==> src/rtl/fastlock_pkg.sv <==
package fastlock_pkg;
  typedef enum logic {FL_IDLE = 1'b0, FL_RUN = 1'b1} fl_state_e;
endpackage

==> src/rtl/fl_cfg_reg.sv <==
module fl_cfg_reg #(
  parameter int REG_W   = 16,
  parameter int RSV_LSB = 13
) (
  input  logic             clk,
  input  logic             rst,
  input  logic             we,
  input  logic [REG_W-1:0] wdata,
  output logic [REG_W-1:0] q
);
  logic [REG_W-1:0] keep_mask;

  always_comb begin
    for (int i = 0; i < REG_W; i++) keep_mask[i] = (i < RSV_LSB);
  end

  always_ff @(posedge clk) begin
    if (rst)     q <= '0;
    else if (we) q <= wdata & keep_mask;
  end
endmodule

==> src/rtl/fl_timer.sv <==
module fl_timer
  import fastlock_pkg::*;
#(
  parameter int COARSE_W = 3,
  parameter int FINE_W   = 7
) (
  input  logic                clk,
  input  logic                rst,
  input  logic                en,
  input  logic                start,
  input  logic [COARSE_W-1:0] coarse,
  input  logic [FINE_W-1:0]   fine,
  output logic                run_d,
  output logic                expire
);
  localparam int PRE_W = (2 ** COARSE_W) - 1;

  fl_state_e              st_q;
  logic [PRE_W-1:0]       pre_q;
  logic [PRE_W-1:0]       pre_mask;
  logic [FINE_W-1:0]      cnt_q;
  logic [COARSE_W-1:0]    coarse_q;
  logic                   load;
  logic                   tick;

  always_comb begin
    for (int i = 0; i < PRE_W; i++) pre_mask[i] = (i < int'(coarse_q));
  end

  assign load   = start && en;
  assign tick   = ((pre_q & pre_mask) == pre_mask);
  assign expire = (st_q == FL_RUN) && en && !load && tick && (cnt_q == '0);

  always_comb begin
    if (load)                       run_d = 1'b1;
    else if (!en || expire)         run_d = 1'b0;
    else                            run_d = (st_q == FL_RUN);
  end

  always_ff @(posedge clk) begin
    if (rst) begin
      st_q     <= FL_IDLE;
      pre_q    <= '0;
      cnt_q    <= '0;
      coarse_q <= '0;
    end else begin
      st_q <= run_d ? FL_RUN : FL_IDLE;
      if (load) begin
        pre_q    <= '0;
        cnt_q    <= fine;
        coarse_q <= coarse;
      end else if (st_q == FL_RUN) begin
        if (tick) begin
          pre_q <= '0;
          if (cnt_q != '0) cnt_q <= cnt_q - 1'b1;
        end else begin
          pre_q <= pre_q + 1'b1;
        end
      end
    end
  end
endmodule

==> src/rtl/fl_drive.sv <==
module fl_drive #(
  parameter int NCUR_W = 4,
  parameter int FCUR_W = 2
) (
  input  logic              clk,
  input  logic              rst,
  input  logic              run_d,
  input  logic              expire,
  input  logic [NCUR_W-1:0] norm_cur,
  input  logic [FCUR_W-1:0] fl_cur,
  output logic              pin_oe,
  output logic              pin_o,
  output logic [NCUR_W-1:0] cur_sel,
  output logic              done
);
  localparam int PAD_W = NCUR_W - FCUR_W;

  always_ff @(posedge clk) begin
    if (rst) begin
      pin_oe  <= 1'b0;
      pin_o   <= 1'b0;
      cur_sel <= '0;
      done    <= 1'b0;
    end else begin
      pin_oe  <= run_d;
      pin_o   <= 1'b0;
      cur_sel <= run_d ? {{PAD_W{1'b0}}, fl_cur} : norm_cur;
      done    <= expire;
    end
  end
endmodule

==> src/rtl/fastlock_seq.sv <==
module fastlock_seq #(
  parameter int REG_W    = 16,
  parameter int FCUR_W   = 2,
  parameter int FINE_W   = 7,
  parameter int COARSE_W = 3,
  parameter int NCUR_W   = 4
) (
  input  logic              clk,
  input  logic              rst,
  input  logic              cfg_we,
  input  logic [REG_W-1:0]  cfg_wdata,
  input  logic              div_upd,
  input  logic [NCUR_W-1:0] norm_cur,
  output logic              fl_pin_oe,
  output logic              fl_pin_o,
  output logic [NCUR_W-1:0] cp_cur_sel,
  output logic              fl_done
);
  localparam int FINE_LSB   = FCUR_W;
  localparam int COARSE_LSB = FINE_LSB + FINE_W;
  localparam int EN_BIT     = COARSE_LSB + COARSE_W;
  localparam int RSV_LSB    = EN_BIT + 1;

  logic [REG_W-1:0]    cfg_q;
  logic                cfg_en;
  logic [COARSE_W-1:0] cfg_coarse;
  logic [FINE_W-1:0]   cfg_fine;
  logic [FCUR_W-1:0]   cfg_fcur;
  logic                run_d;
  logic                expire;

  fl_cfg_reg #(.REG_W(REG_W), .RSV_LSB(RSV_LSB)) u_cfg (
    .clk(clk), .rst(rst), .we(cfg_we), .wdata(cfg_wdata), .q(cfg_q)
  );

  assign cfg_en     = cfg_q[EN_BIT];
  assign cfg_coarse = cfg_q[COARSE_LSB +: COARSE_W];
  assign cfg_fine   = cfg_q[FINE_LSB +: FINE_W];
  assign cfg_fcur   = cfg_q[0 +: FCUR_W];

  fl_timer #(.COARSE_W(COARSE_W), .FINE_W(FINE_W)) u_tmr (
    .clk(clk), .rst(rst), .en(cfg_en), .start(div_upd),
    .coarse(cfg_coarse), .fine(cfg_fine), .run_d(run_d), .expire(expire)
  );

  fl_drive #(.NCUR_W(NCUR_W), .FCUR_W(FCUR_W)) u_drv (
    .clk(clk), .rst(rst), .run_d(run_d), .expire(expire),
    .norm_cur(norm_cur), .fl_cur(cfg_fcur),
    .pin_oe(fl_pin_oe), .pin_o(fl_pin_o), .cur_sel(cp_cur_sel), .done(fl_done)
  );
endmodule

==> config.mk <==
export PLATFORM = sky130hd
export DESIGN_NAME = fastlock_seq
export DESIGN_NICKNAME = d
export VERILOG_FILES = /design/src/rtl/fastlock_pkg.sv /design/src/rtl/fl_cfg_reg.sv /design/src/rtl/fl_timer.sv /design/src/rtl/fl_drive.sv /design/src/rtl/fastlock_seq.sv
export SDC_FILE = /design/constraint.sdc
export NUM_CORES = 1
export LEC_CHECK = 0
export CAP_MARGIN = 20
export CORE_MARGIN = 3
export CORE_UTILIZATION = 54
export CTS_BUF_LIST = sky130_fd_sc_hd__clkbuf_4
export DETAILED_ROUTE_END_ITERATION = 8
export PLACE_DENSITY_LB_ADDON = 0.12
export RECOVER_POWER = 50
export SYNTH_ARGS = -nofsm -noshare
export SYNTH_HDL_FRONTEND = slang
export SYNTH_SLANG_ARGS = --single-unit
==> constraint.sdc <==
create_clock -name clk -period 2.8 [get_ports clk]
set_clock_uncertainty 0.15 [all_clocks]
set_input_delay 0.56 -clock clk [delete_from_list [all_inputs] [get_ports clk]]
set_output_delay 0.56 -clock clk [all_outputs]
set_load 0.02 [all_outputs]
# --- Yosys cells after proc, flatten, opt, wreduce, memory -nomap -nowiden ---
# Cells that the tools add are included.
op_classes:
  muxes: 9
  reduce_logical: 16
  n_addsub: 2
  eq_ne: 1
  bitwise_logic: 1
  magnitude_cmp: 7
op_table:
  columns: ["operator", "count"]
  rows:
  - ["2-to-1 mux 7 bit", 5]
  - ["less-than comparator 3 bit (first input constant)", 3]
  - ["adder 7 x 1 -> 7 bit (second input constant)", 1]
  - ["bitwise AND 7 bit", 1]
  - ["== test 7 bit", 1]
  - ["zero test 7 bit", 1]
  - ["nonzero test 7 bit", 1]
  - ["subtractor 7 x 1 -> 7 bit (second input constant)", 1]
  - ["less-than comparator 1 x 3 -> 1 bit (first input constant)", 2]
  - ["less-than comparator 2 x 3 -> 1 bit (first input constant)", 2]
  - ["nonzero test 2 bit", 3]
  - ["logical AND 1 bit", 5]
  - ["OR reduction 2 bit", 2]
  - ["2-to-1 mux 1 bit", 3]
  - ["AND reduction 3 bit", 1]
  - ["zero test 1 bit", 2]
  - ["2-to-1 mux 2 bit", 1]
  - ["logical OR 1 bit", 1]
totals:
  ff_bits: 37
  output_inout_bits: 7
  inputBits: 24
  elab_cells: 45

# --- Depth between registers and ports, before layout ---
# Gate-level depths: netlist of run 1.
logic_depth:
  word_depth: 9
  mapped_depth: 7
  mapped_depth_nobuf: 7

# --- Hierarchy ---
# From an unflattened synthesis of run 1, not the netlist that was laid out.
unflattened:
  hier_cells: 177
  area_unflattened_um2: 1630.3
by_module_without_submodules:
  columns: ["module", "instances", "area_per_inst_um2", "cells_each"]
  rows:
  - ["fl_timer", 1, 943.4, 115]
  - ["fl_cfg_reg", 1, 500.5, 46]
  - ["fl_drive", 1, 186.4, 16]

# --- Worst setup path after synthesis of run 1 ---
# No wires, ideal clock.
synth_path:
  path_type: "register to register"
  from: "reg u_tmr.cnt_q[0]"
  to: "reg u_tmr.cnt_q[4]"
  stages_incl_launch_ff: 8
  synth_period_minus_slack_ps: 2099
  slack_ps: 701
  setup_time_ps: 122
  n_path_buf: 0
  required_time_ps: 2528
  t_arrival_ps: 1827
  cell_sequence: "dfxtp_1 > inv_1 > ha_1 > or4b_4 > or3_4 > nand4_4 > nor4_1 > a311o_1"
synth_between:
  elab_chain_len: 5
synth_rtl:
  columns: ["element", "line", "source"]
  rows:
  - ["start: declaration", "fl_timer.sv:21", "logic [FINE_W-1:0] cnt_q;"]
  - ["start signal: assignment", "fl_timer.sv:50", "cnt_q <= fine;"]
  - ["start signal: assignment", "fl_timer.sv:55", "if (cnt_q != '0) cnt_q <= cnt_q - 1'b1;"]
  - ["subtractor 7 x 1 -> 7 bit", "fl_timer.sv:55", null]
  - ["2-to-1 mux 7 bit", "fl_timer.sv:55", null]
  - ["2-to-1 mux 7 bit", "fl_timer.sv:53", "if (tick) begin"]
  - ["2-to-1 mux 7 bit", "fl_timer.sv:52", "end else if (st_q == FL_RUN) begin"]
  - ["2-to-1 mux 7 bit", "fl_timer.sv:48", "if (load) begin"]
# Several ways; a longest one is shown, not always the timed one. The select of a mux whose other input is x is not followed.
# A chain may end at the register's enable or synchronous reset.

# --- Worst setup path in the final report of run 1 ---
# Same ends and word-level chain as after synthesis.

==> results of run 1 <==
-- per-layer routing --
layer / share of wire / vias up
met5: 0 / -
met4: 0.024 / 0
met3: 0.059 / 11
met2: 0.50 / 51
met1: 0.42 / 697
li1: - / 724
-- power groups by stage --
stage,clock network [µW],logic (µW),registers (µW)
after floorplan,0,73.8,555
after global placement,0,125,553
after detailed placement,0,129,553
after CTS,376,130,542
after global routing,405,141,544
final,368,129,542
-- stage by stage --
stage / std cells / setup WS [ps] / utilization / instance area [µm²] / hold slack [ps]
6_report: 258 / 526 / 0.726 / 2090 / 322
5_1_grt: 258 / 407 / 0.726 / 2090 / 340
4_1_cts: 258 / 538 / 0.727 / 2090 / 326
3_5_place_dp: 250 / 444 / 0.699 / 2010 / 310
3_3_place_gp: 250 / 473 / 0.699 / 2010 / 298
2_1_floorplan: 188 / 701 / - / 1710 / 281
-- worst min path at each step --
stage,slack (ps),end,cells after the start,start
2_1_floorplan,280,u_tmr.coarse_q[0]$_SDFFE_PP0P_,2,u_cfg.q[9]$_SDFFE_PP0P_
3_3_place_gp,300,u_drv.cur_sel[0]$_SDFF_PP0_,2,u_cfg.q[0]$_SDFFE_PP0P_
3_5_place_dp,310,u_tmr.coarse_q[2]$_SDFFE_PP0P_,2,u_cfg.q[11]$_SDFFE_PP0P_
4_1_cts,330,u_tmr.coarse_q[2]$_SDFFE_PP0P_,2,u_cfg.q[11]$_SDFFE_PP0P_
5_1_grt,340,u_tmr.coarse_q[2]$_SDFFE_PP0P_,2,u_cfg.q[11]$_SDFFE_PP0P_
6_report,320,u_tmr.coarse_q[2]$_SDFFE_PP0P_,2,u_cfg.q[11]$_SDFFE_PP0P_
-- worst max-delay path, cell delays in order (launching register included) --
cell and delay, ps:
dfxtp_1 330, inv_1 80, ha_1 200, or4b_4 490, or3_4 390, nand4_4 140, nor4_1 60, a311o_1 330
-- state kept, by name (all words and copies together), names as in the netlist --
signal          flops
u_drv.cur_sel       4
u_cfg.q            13
u_tmr.cnt_q         7
u_drv.pin_oe        1
u_tmr.coarse_q      3
u_tmr.pre_q         7
u_drv.done          1
-- synth_stat cells, types with 2 or more instances --
| cell type | instances |
|---|---|
| a32o_1 | 2 |
| xor2_1 | 2 |
| nand2b_1 | 5 |
| inv_1 | 3 |
| o21ai_0 | 6 |
| clkbuf_1 | 6 |
| buf_1 | 2 |
| nand2_1 | 20 |
| and2_1 | 5 |
| nor3b_1 | 2 |
| dfxtp_1 | 36 |
| a21oi_1 | 9 |
| nor2_1 | 18 |
| a31oi_1 | 2 |
| nand3_1 | 10 |
| nor4b_1 | 2 |
| buf_4 | 2 |
| mux2i_1 | 15 |
| o211ai_1 | 3 |
| o22ai_1 | 2 |
| nor3b_2 | 2 |
| ha_1 | 2 |
| nor4_1 | 2 |
| and3_2 | 3 |
-- cells by family after synthesis --
group | Yosys count
compound gates | 34
xor+xnor | 3
fa+ha+maj | 2
buf+inv | 14
flops | 36
mux | 15
other cells | 1
simple gates | 83
-- cell type report --
type | count | area, µm² | share of cell area
clock buffers | 6 | 45.0 | 0.0216
clock inverters | 2 | 35.0 | 0.0168
inverters | 4 | 15.0 | 0.00719
multi-input cells | 138 | 932 | 0.447
flip-flops and latches | 36 | 721 | 0.345
well taps | 42 | 52.6 | 0.0252
repair buffers | 30 | 287 | 0.137
==> tab_implementation.tex, run 1 <==
\begin{tabular}{lr}
\hline
Metric & Value \\
\hline
\multicolumn{2}{l}{\textbf{Outcome}} \\
\quad Run status & completed \\
\multicolumn{2}{l}{\textbf{Clocking}} \\
\quad Number of buffers between clock root and the deepest sink & 2 \\
\quad Total number of clock tree sinks & 36 \\
\quad Master cell of the clock root buffer & clkbuf\_4 \\
\quad Later-pin clock latency in the skew report & 350 ps \\
\quad Hold-fix buffers at CTS & 0 \\
\quad Clock buffer count from CTS & 5 \\
\quad Number of gates given a new drive strength after cts & 0 \\
\quad Clock input transition at the sequential cells of the worst setup and hold paths & 110 ps \\
\quad Number of buffers inserted to repair setup after CTS & 0 \\
\quad Level count of the clock H-tree & 2 \\
\quad Clock tree from TritonCTS & built \\
\multicolumn{2}{l}{\textbf{Timing}} \\
\quad Total of endpoints with negative setup slack in the final report & 0 \\
\quad Minimum period implied by the final worst setup slack & 2270 ps \\
\quad Count of final hold-check violations & 0 \\
\quad Fin Setup TNS & 0 ps \\
\quad Actual slew at the worst max-slew pin & 895 ps \\
\quad Slew HR & 0.404 \\
\quad RSZ-0062 raised after global routing & no \\
\quad Period Utilization, post-route & 0.812 \\
\quad Number of slew-limit violations in the final report & 0 \\
\quad Highest Clock Rate & 440 MHz \\
\multicolumn{2}{l}{\textbf{Die}} \\
\quad Area of the core & 2880 µm² \\
\quad Width of the chip & 62.3 µm \\
\quad Die footprint & 3880 µm² \\
\quad Effective utilization at floorplan & 0.595 \\
\quad FP Rows & 19 \\
\quad Die H & 62.3 µm \\
\quad \# IOs & 31 \\
\multicolumn{2}{l}{\textbf{Critical path}} \\
\quad Arrival time at the worst endpoint & 2360 ps \\
\quad CP Launch Type & register \\
\quad CP required & 2880 ps \\
\quad Startpoint of the most critical setup path & u\_tmr.cnt\_q[0]\$\_SDFFE\_PP0P\_ \\
\quad R2R Setup Slk & 530 ps \\
\quad Type of the worst setup path & register to register \\
\quad Count of cells along the worst register-to-register path & 7 \\
\quad Worst-path maximum fanout & 5 \\
\quad RR Startpoint & u\_tmr.cnt\_q[0]\$\_SDFFE\_PP0P\_ \\
\quad Critical Path End Type & register \\
\quad Last element of the critical path & u\_tmr.cnt\_q[4]\$\_SDFFE\_PP0P\_ \\
\quad Crit Reg-Reg Endpoint & u\_tmr.cnt\_q[4]\$\_SDFFE\_PP0P\_ \\
\multicolumn{2}{l}{\textbf{Finish}} \\
\quad Nets & 241 \\
\quad Commonest non-fill, non-tap cell in the layout & dfxtp\_1 \\
\quad Commonest non-fill, non-tap cells in the layout & dfxtp\_1, clkdlybuf4s50\_1, nand2\_1 \\
\quad Area growth syn-to-layout & 21.8\% \\
\quad Fill cells & 225 \\
\quad Number of antenna repair diodes & 0 \\
\quad Proportion of layout cells with a drive suffix above 1 & 0.111 \\
\multicolumn{2}{l}{\textbf{Run}} \\
\quad Max Cap Violations & 0 \\
\multicolumn{2}{l}{\textbf{Synth}} \\
\quad Count of flip-flops with a built-in enable after synthesis & 0 \\
\quad Post-synthesis mux area share & 0.0877 \\
\quad Warnings from Yosys & 0 \\
\quad Instance count of the mapped netlist & 188 \\
\quad Cells taking the most area after synthesis & dfxtp\_1, mux2i\_1, nand2\_1, nor2\_1, nand3\_1 \\
\quad Adder and majority gate portion of the synthesized area & 0.0146 \\
\quad Count of different cell masters after synthesis & 51 \\
\quad Mapped Nets & 214 \\
\quad Proportion of netlist area held by the largest area contributor & 0.421 \\
\quad Cell accounting for the most synthesized area & dfxtp\_1 \\
\quad Post-Synth Simple-Gate Area & 0.281 \\
\quad Fraction of synthesized cell area in xor and xnor cells & 0.0153 \\
\quad Number of flip-flops and latches in the synthesized netlist & 36 \\
\quad Sequential element share of the synthesized area & 0.421 \\
\quad Compound-Gate Fraction of Synth Area & 0.143 \\
\quad Post-synth ARST share & 0 \\
\quad Prevailing post-synth register cell & dfxtp\_1 \\
\quad Combinational family with the most area after synthesis & simple AND/OR/NAND/NOR gates \\
\quad Post-synth design cell area & 1710 µm² \\
\quad Average cell area after synthesis & 9.11 µm² \\
\multicolumn{2}{l}{\textbf{Power and ir drop}} \\
\quad Worst vdd ir & 0.393 mV \\
\quad Leakage dissipation & 0.000782 µW \\
\quad Net Sw Power & 246 µW \\
\quad Power per cell area & 498 nW/µm² \\
\quad Internal power summed over all cells & 793 µW \\
\quad Final Power & 1040 µW \\
\quad Switching share of total power & 0.237 \\
\quad Combinational power share & 0.124 \\
\quad Relative contribution of sequential cells to total power & 0.522 \\
\quad Clock share of power & 0.355 \\
\multicolumn{2}{l}{\textbf{Global routing}} \\
\quad Busiest layer in global routing & met2 \\
\quad Met2 usage & 0.370 \\
\quad GR met1 Demand/Resource & 0.233 \\
\quad Via count of the first global-routing pass & 1486 \\
\quad GRT overflow & 0 \\
\quad Met3 demand-to-capacity share in global routing & 0.0667 \\
\quad Total routing resource utilization after global routing & 0.211 \\
\quad Largest net degree at the start of global routing & 26 \\
\quad Global-route wire length before repair & 6.62 mm \\
\quad Number of antenna violations at the first check in global routing & 0 \\
\multicolumn{2}{l}{\textbf{Worst hold path}} \\
\quad Kind of path behind the tightest hold check & register to register \\
\multicolumn{2}{l}{\textbf{Detailed routing}} \\
\quad Total detailed-routing wirelength & 3.74 mm \\
\quad Pre-antenna DRT Iters & 4 \\
\quad Number of violations reported at the end of detailed-routing iteration 0 & 62 \\
\quad Number of vias after detailed routing & 1483 \\
\quad Remaining number of nets flagged by the antenna check after routing & 0 \\
\quad Average routed wire per standard cell & 14.5 µm \\
\quad Total DRC errors in the routed layout & 0 \\
\quad Vias per std cell & 5.75 \\
\multicolumn{2}{l}{\textbf{Place}} \\
\quad Post-DP HPWL & 2.80 mm \\
\quad I/O Buffers & 26 \\
\quad Weighted congestion reported at the end of routability-driven placement & 0.922 \\
\hline
\end{tabular}
No activity file was read; power rests on OpenSTA's default activity.
==> run 2, diff against run 1 <==
==> constraint.sdc (replaced) <==
create_clock -name clk -period 2.1 [get_ports clk]
set_clock_uncertainty 0.15 [all_clocks]
set_input_delay 0.42 -clock clk [delete_from_list [all_inputs] [get_ports clk]]
set_output_delay 0.42 -clock clk [all_outputs]
set_load 0.02 [all_outputs]
==> tab_implementation.tex, run 2 (synthesized netlist as in run 1, its figures left out) <==
\begin{tabular}{lr}
\hline
Metric & Value \\
\hline
\multicolumn{2}{l}{\textbf{Clocking}} \\
\quad Master cell of the clock root buffer & clkbuf\_4 (unchanged) \\
\quad Clock buffer count from CTS & 5 (unchanged) \\
\quad Total number of clock tree sinks & 36 (unchanged) \\
\quad Clock input transition at the sequential cells of the worst setup and hold paths & 110 ps (about the same) \\
\quad Number of buffers between clock root and the deepest sink & 2 (unchanged) \\
\quad Clock tree from TritonCTS & built (unchanged) \\
\quad Level count of the clock H-tree & 2 (unchanged) \\
\quad Later-pin clock latency in the skew report & 350 ps (about the same) \\
\multicolumn{2}{l}{\textbf{Global routing}} \\
\quad GRT overflow & 0 (unchanged) \\
\quad Total routing resource utilization after global routing & 0.230 (was 0.211) \\
\quad Number of antenna violations at the first check in global routing & 0 (unchanged) \\
\quad Global-route wire length before repair & 7.20 mm (was 6.62 mm) \\
\quad Largest net degree at the start of global routing & 20 (was 26) \\
\quad Via count of the first global-routing pass & 1589 (was 1486) \\
\multicolumn{2}{l}{\textbf{Worst hold path}} \\
\quad Hold wc startpoint & u\_cfg.q[10]\$\_SDFFE\_PP0P\_ (was u\_cfg.q[11]\$\_SDFFE\_PP0P\_) \\
\quad Depth of the worst hold-timing path & 2 (unchanged) \\
\quad Kind of path behind the tightest hold check & register to register (unchanged) \\
\quad Hold Path Sink & u\_tmr.coarse\_q[1]\$\_SDFFE\_PP0P\_ (was u\_tmr.coarse\_q[2]\$\_SDFFE\_PP0P\_) \\
\multicolumn{2}{l}{\textbf{Critical path}} \\
\quad Dominant delay contributor by cell family on the critical path & simple AND/OR/NAND/NOR gates (unchanged) \\
\quad Count of cells along the worst register-to-register path & 7 (unchanged) \\
\quad Cell-by-cell listing of the critical path & inv\_2 -> ha\_4 -> or4b\_4 -> or3\_4 -> nand4\_4 -> o21ai\_2 -> a32o\_2 (was inv\_1 -> ha\_1 -> or4b\_4 -> or3\_4 -> nand4\_4 -> nor4\_1 -> a311o\_1) \\
\quad Crit Reg-Reg Endpoint & u\_tmr.cnt\_q[1]\$\_SDFFE\_PP0P\_ (was u\_tmr.cnt\_q[4]\$\_SDFFE\_PP0P\_) \\
\quad Type of the worst setup path & register to register (unchanged) \\
\quad RR Startpoint & u\_tmr.cnt\_q[1]\$\_SDFFE\_PP0P\_ (was u\_tmr.cnt\_q[0]\$\_SDFFE\_PP0P\_) \\
\quad R2R Setup Slk & 20 ps (was 530 ps) \\
\quad Critical path buffers and inverters & 1 (unchanged) \\
\quad Slowest stage cell on the critical path & or4b\_4 (unchanged) \\
\quad Critical Path End Type & register (unchanged) \\
\quad Arrival time at the worst endpoint & 2180 ps (was 2360 ps) \\
\quad CP Launch Type & register (unchanged) \\
\quad Maximum cell stage delay along the critical path & 450 ps (was 490 ps) \\
\quad Worst-path maximum fanout & 4 (was 5) \\
\quad CP required & 2210 ps (was 2880 ps) \\
\multicolumn{2}{l}{\textbf{Detailed routing}} \\
\quad Pre-antenna DRT Iters & 4 (unchanged) \\
\quad Total detailed-routing wirelength & 4.10 mm (was 3.74 mm) \\
\quad Remaining number of nets flagged by the antenna check after routing & 0 (unchanged) \\
\quad Number of violations reported at the end of detailed-routing iteration 0 & 95 (was 62) \\
\quad Vias per std cell & 5.67 (was 5.75) \\
\quad Number of vias after detailed routing & 1543 (was 1483) \\
\quad Average routed wire per standard cell & 15.1 µm (was 14.5 µm) \\
\quad Total DRC errors in the routed layout & 0 (unchanged) \\
\multicolumn{2}{l}{\textbf{Die}} \\
\quad Die footprint & 3880 µm² (unchanged) \\
\quad Width of the chip & 62.3 µm (unchanged) \\
\quad Effective utilization at floorplan & 0.595 (unchanged) \\
\quad Die H & 62.3 µm (unchanged) \\
\quad Area of the core & 2880 µm² (unchanged) \\
\quad FP Rows & 19 (unchanged) \\
\quad \# IOs & 31 (unchanged) \\
\multicolumn{2}{l}{\textbf{Timing}} \\
\quad Total of endpoints with negative setup slack in the final report & 0 (unchanged) \\
\quad Worst-case setup margin in the final layout & 22.3 ps (was 526 ps) \\
\quad Minimum period implied by the final worst setup slack & 2080 ps (was 2270 ps) \\
\quad Period Utilization, post-route & 0.989 (was 0.812) \\
\quad Number of slew-limit violations in the final report & 0 (unchanged) \\
\quad Highest Clock Rate & 481 MHz (was 440 MHz) \\
\quad Slew HR & 0.451 (was 0.404) \\
\quad RSZ-0062 raised after global routing & yes (was no) \\
\quad Actual slew at the worst max-slew pin & 823 ps (was 895 ps) \\
\quad Count of final hold-check violations & 0 (unchanged) \\
\multicolumn{2}{l}{\textbf{Place}} \\
\quad Post-DP HPWL & 2.96 mm (was 2.80 mm) \\
\quad I/O Buffers & 26 (unchanged) \\
\quad Setup slack at placement & -43.6 ps (was 444 ps) \\
\quad Standard cell area after detailed placement & 2090 µm² (was 2010 µm²) \\
\quad Weighted congestion reported at the end of routability-driven placement & 0.901 (was 0.922) \\
\multicolumn{2}{l}{\textbf{Finish}} \\
\quad Nets & 255 (was 241) \\
\quad Fin area & 2230 µm² (was 2090 µm²) \\
\quad Max FFs per register & 13 (unchanged) \\
\quad Proportion of layout cells with a drive suffix above 1 & 0.209 (was 0.111) \\
\quad Commonest non-fill, non-tap cells in the layout & dfxtp\_1, clkdlybuf4s50\_1, nand2\_1 (unchanged) \\
\quad Largest register by flop count & u\_cfg.q (unchanged) \\
\quad Area growth syn-to-layout & 30.5\% (was 21.8\%) \\
\quad Commonest non-fill, non-tap cell in the layout & dfxtp\_1 (unchanged) \\
\quad Largest registers ranked by flip-flop count & u\_cfg.q x13, u\_tmr.cnt\_q x7, u\_tmr.pre\_q x7 (unchanged) \\
\quad Number of antenna repair diodes & 0 (unchanged) \\
\multicolumn{2}{l}{\textbf{Power and ir drop}} \\
\quad Leakage dissipation & 0.000884 µW (was 0.000782 µW) \\
\quad Final Power & 1420 µW (was 1040 µW) \\
\quad Power per cell area & 636 nW/µm² (was 498 nW/µm²) \\
\quad Worst vdd ir & 0.566 mV (was 0.393 mV) \\
\multicolumn{2}{l}{\textbf{Outcome}} \\
\quad Run status & completed (unchanged) \\
\multicolumn{2}{l}{\textbf{Run}} \\
\quad Max Cap Violations & 0 (unchanged) \\
\hline
\end{tabular}
==> run 2: changes by cell type in the layout (fill, tap and decap cells not counted), moves of 2 or more <==
cell,previous run,this run
buf_4,3,16
inv_1,3,1
inv_2,0,2
dfxtp_2,0,2
o21ai_2,0,2
o21ai_0,6,4
dfxtp_1,36,34
==> run 2: power by group <==
part	leakage, µW	total (µW)	internal, µW	switching (µW)
clock	0.0000456	499	262	237
combinational	0.000543	197	106	91.3
sequential	0.000295	724	708	16.4
==> run 2: how the worst max path moves through the flow <==
stage	slack, ps	cells after the start	start	end
3_3_place_gp	-30	7	u_tmr.cnt_q[0]$_SDFFE_PP0P_	u_tmr.cnt_q[4]$_SDFFE_PP0P_
4_1_cts	-30	7	u_tmr.cnt_q[1]$_SDFFE_PP0P_	u_drv.cur_sel[1]$_SDFF_PP0_
6_report	20	7	u_tmr.cnt_q[1]$_SDFFE_PP0P_	u_tmr.cnt_q[1]$_SDFFE_PP0P_
3_5_place_dp	-40	7	u_tmr.cnt_q[0]$_SDFFE_PP0P_	u_tmr.cnt_q[4]$_SDFFE_PP0P_
2_1_floorplan	1	7	u_tmr.cnt_q[0]$_SDFFE_PP0P_	u_tmr.cnt_q[4]$_SDFFE_PP0P_
5_1_grt	-50	7	u_tmr.cnt_q[0]$_SDFFE_PP0P_	u_drv.cur_sel[1]$_SDFF_PP0_
==> run 2: per-layer routing <==
metal / track usage / up-vias / routed length, µm
met3: 0.0703 / 14 / 228
met4: 0.0909 / 0 / 110
met2: 0.406 / 55 / 2050
li1: - / 755 / -
met5: 0 / - / 0
met1: 0.257 / 719 / 1710
==> run 2: worst reg2reg max path: cells and delay by family, from the launching register on <==
| family | cells | cell delay (ps) |
|---|---|---|
| AO/OA/AOI/OAI | 2 | 320 |
| adder cells (fa/ha/maj) | 1 | 130 |
| buffers and inverters | 1 | 70 |
| flip-flops | 1 | 340 |
| AND/OR/NAND/NOR | 3 | 960 |
==> run 2: what timing repair did <==
| item | in CTS | in global routing |
|---|---|---|
| endpoints found under the setup margin | 6 | 13 |
| pin swaps | 6 | 5 |
| setup buffers | 2 | 2 |
| hold buffers | 0 | 0 |
| resized for setup | 10 | 6 |
==> run 2: area by class of cell <==
class / instances / area (µm²)
multi-input combinational: 138 / 966
sequential: 36 / 723
fill: 220 / 642
timing repair buffer: 44 / 398
tap: 42 / 52.6
clock buffer: 6 / 45.0
clock inverter: 2 / 35.0
inverter: 4 / 15.0
==> run 2: stage by stage <==
step	TNS, ps	utilization	cells	hold slack [ps]
finish	0	0.777	272	308
global route	-172	0.777	272	333
CTS	-52.0	0.767	270	311
detailed placement	-98.0	0.725	260	299
global placement	-29.5	0.725	260	296
floorplan	0	-	188	281
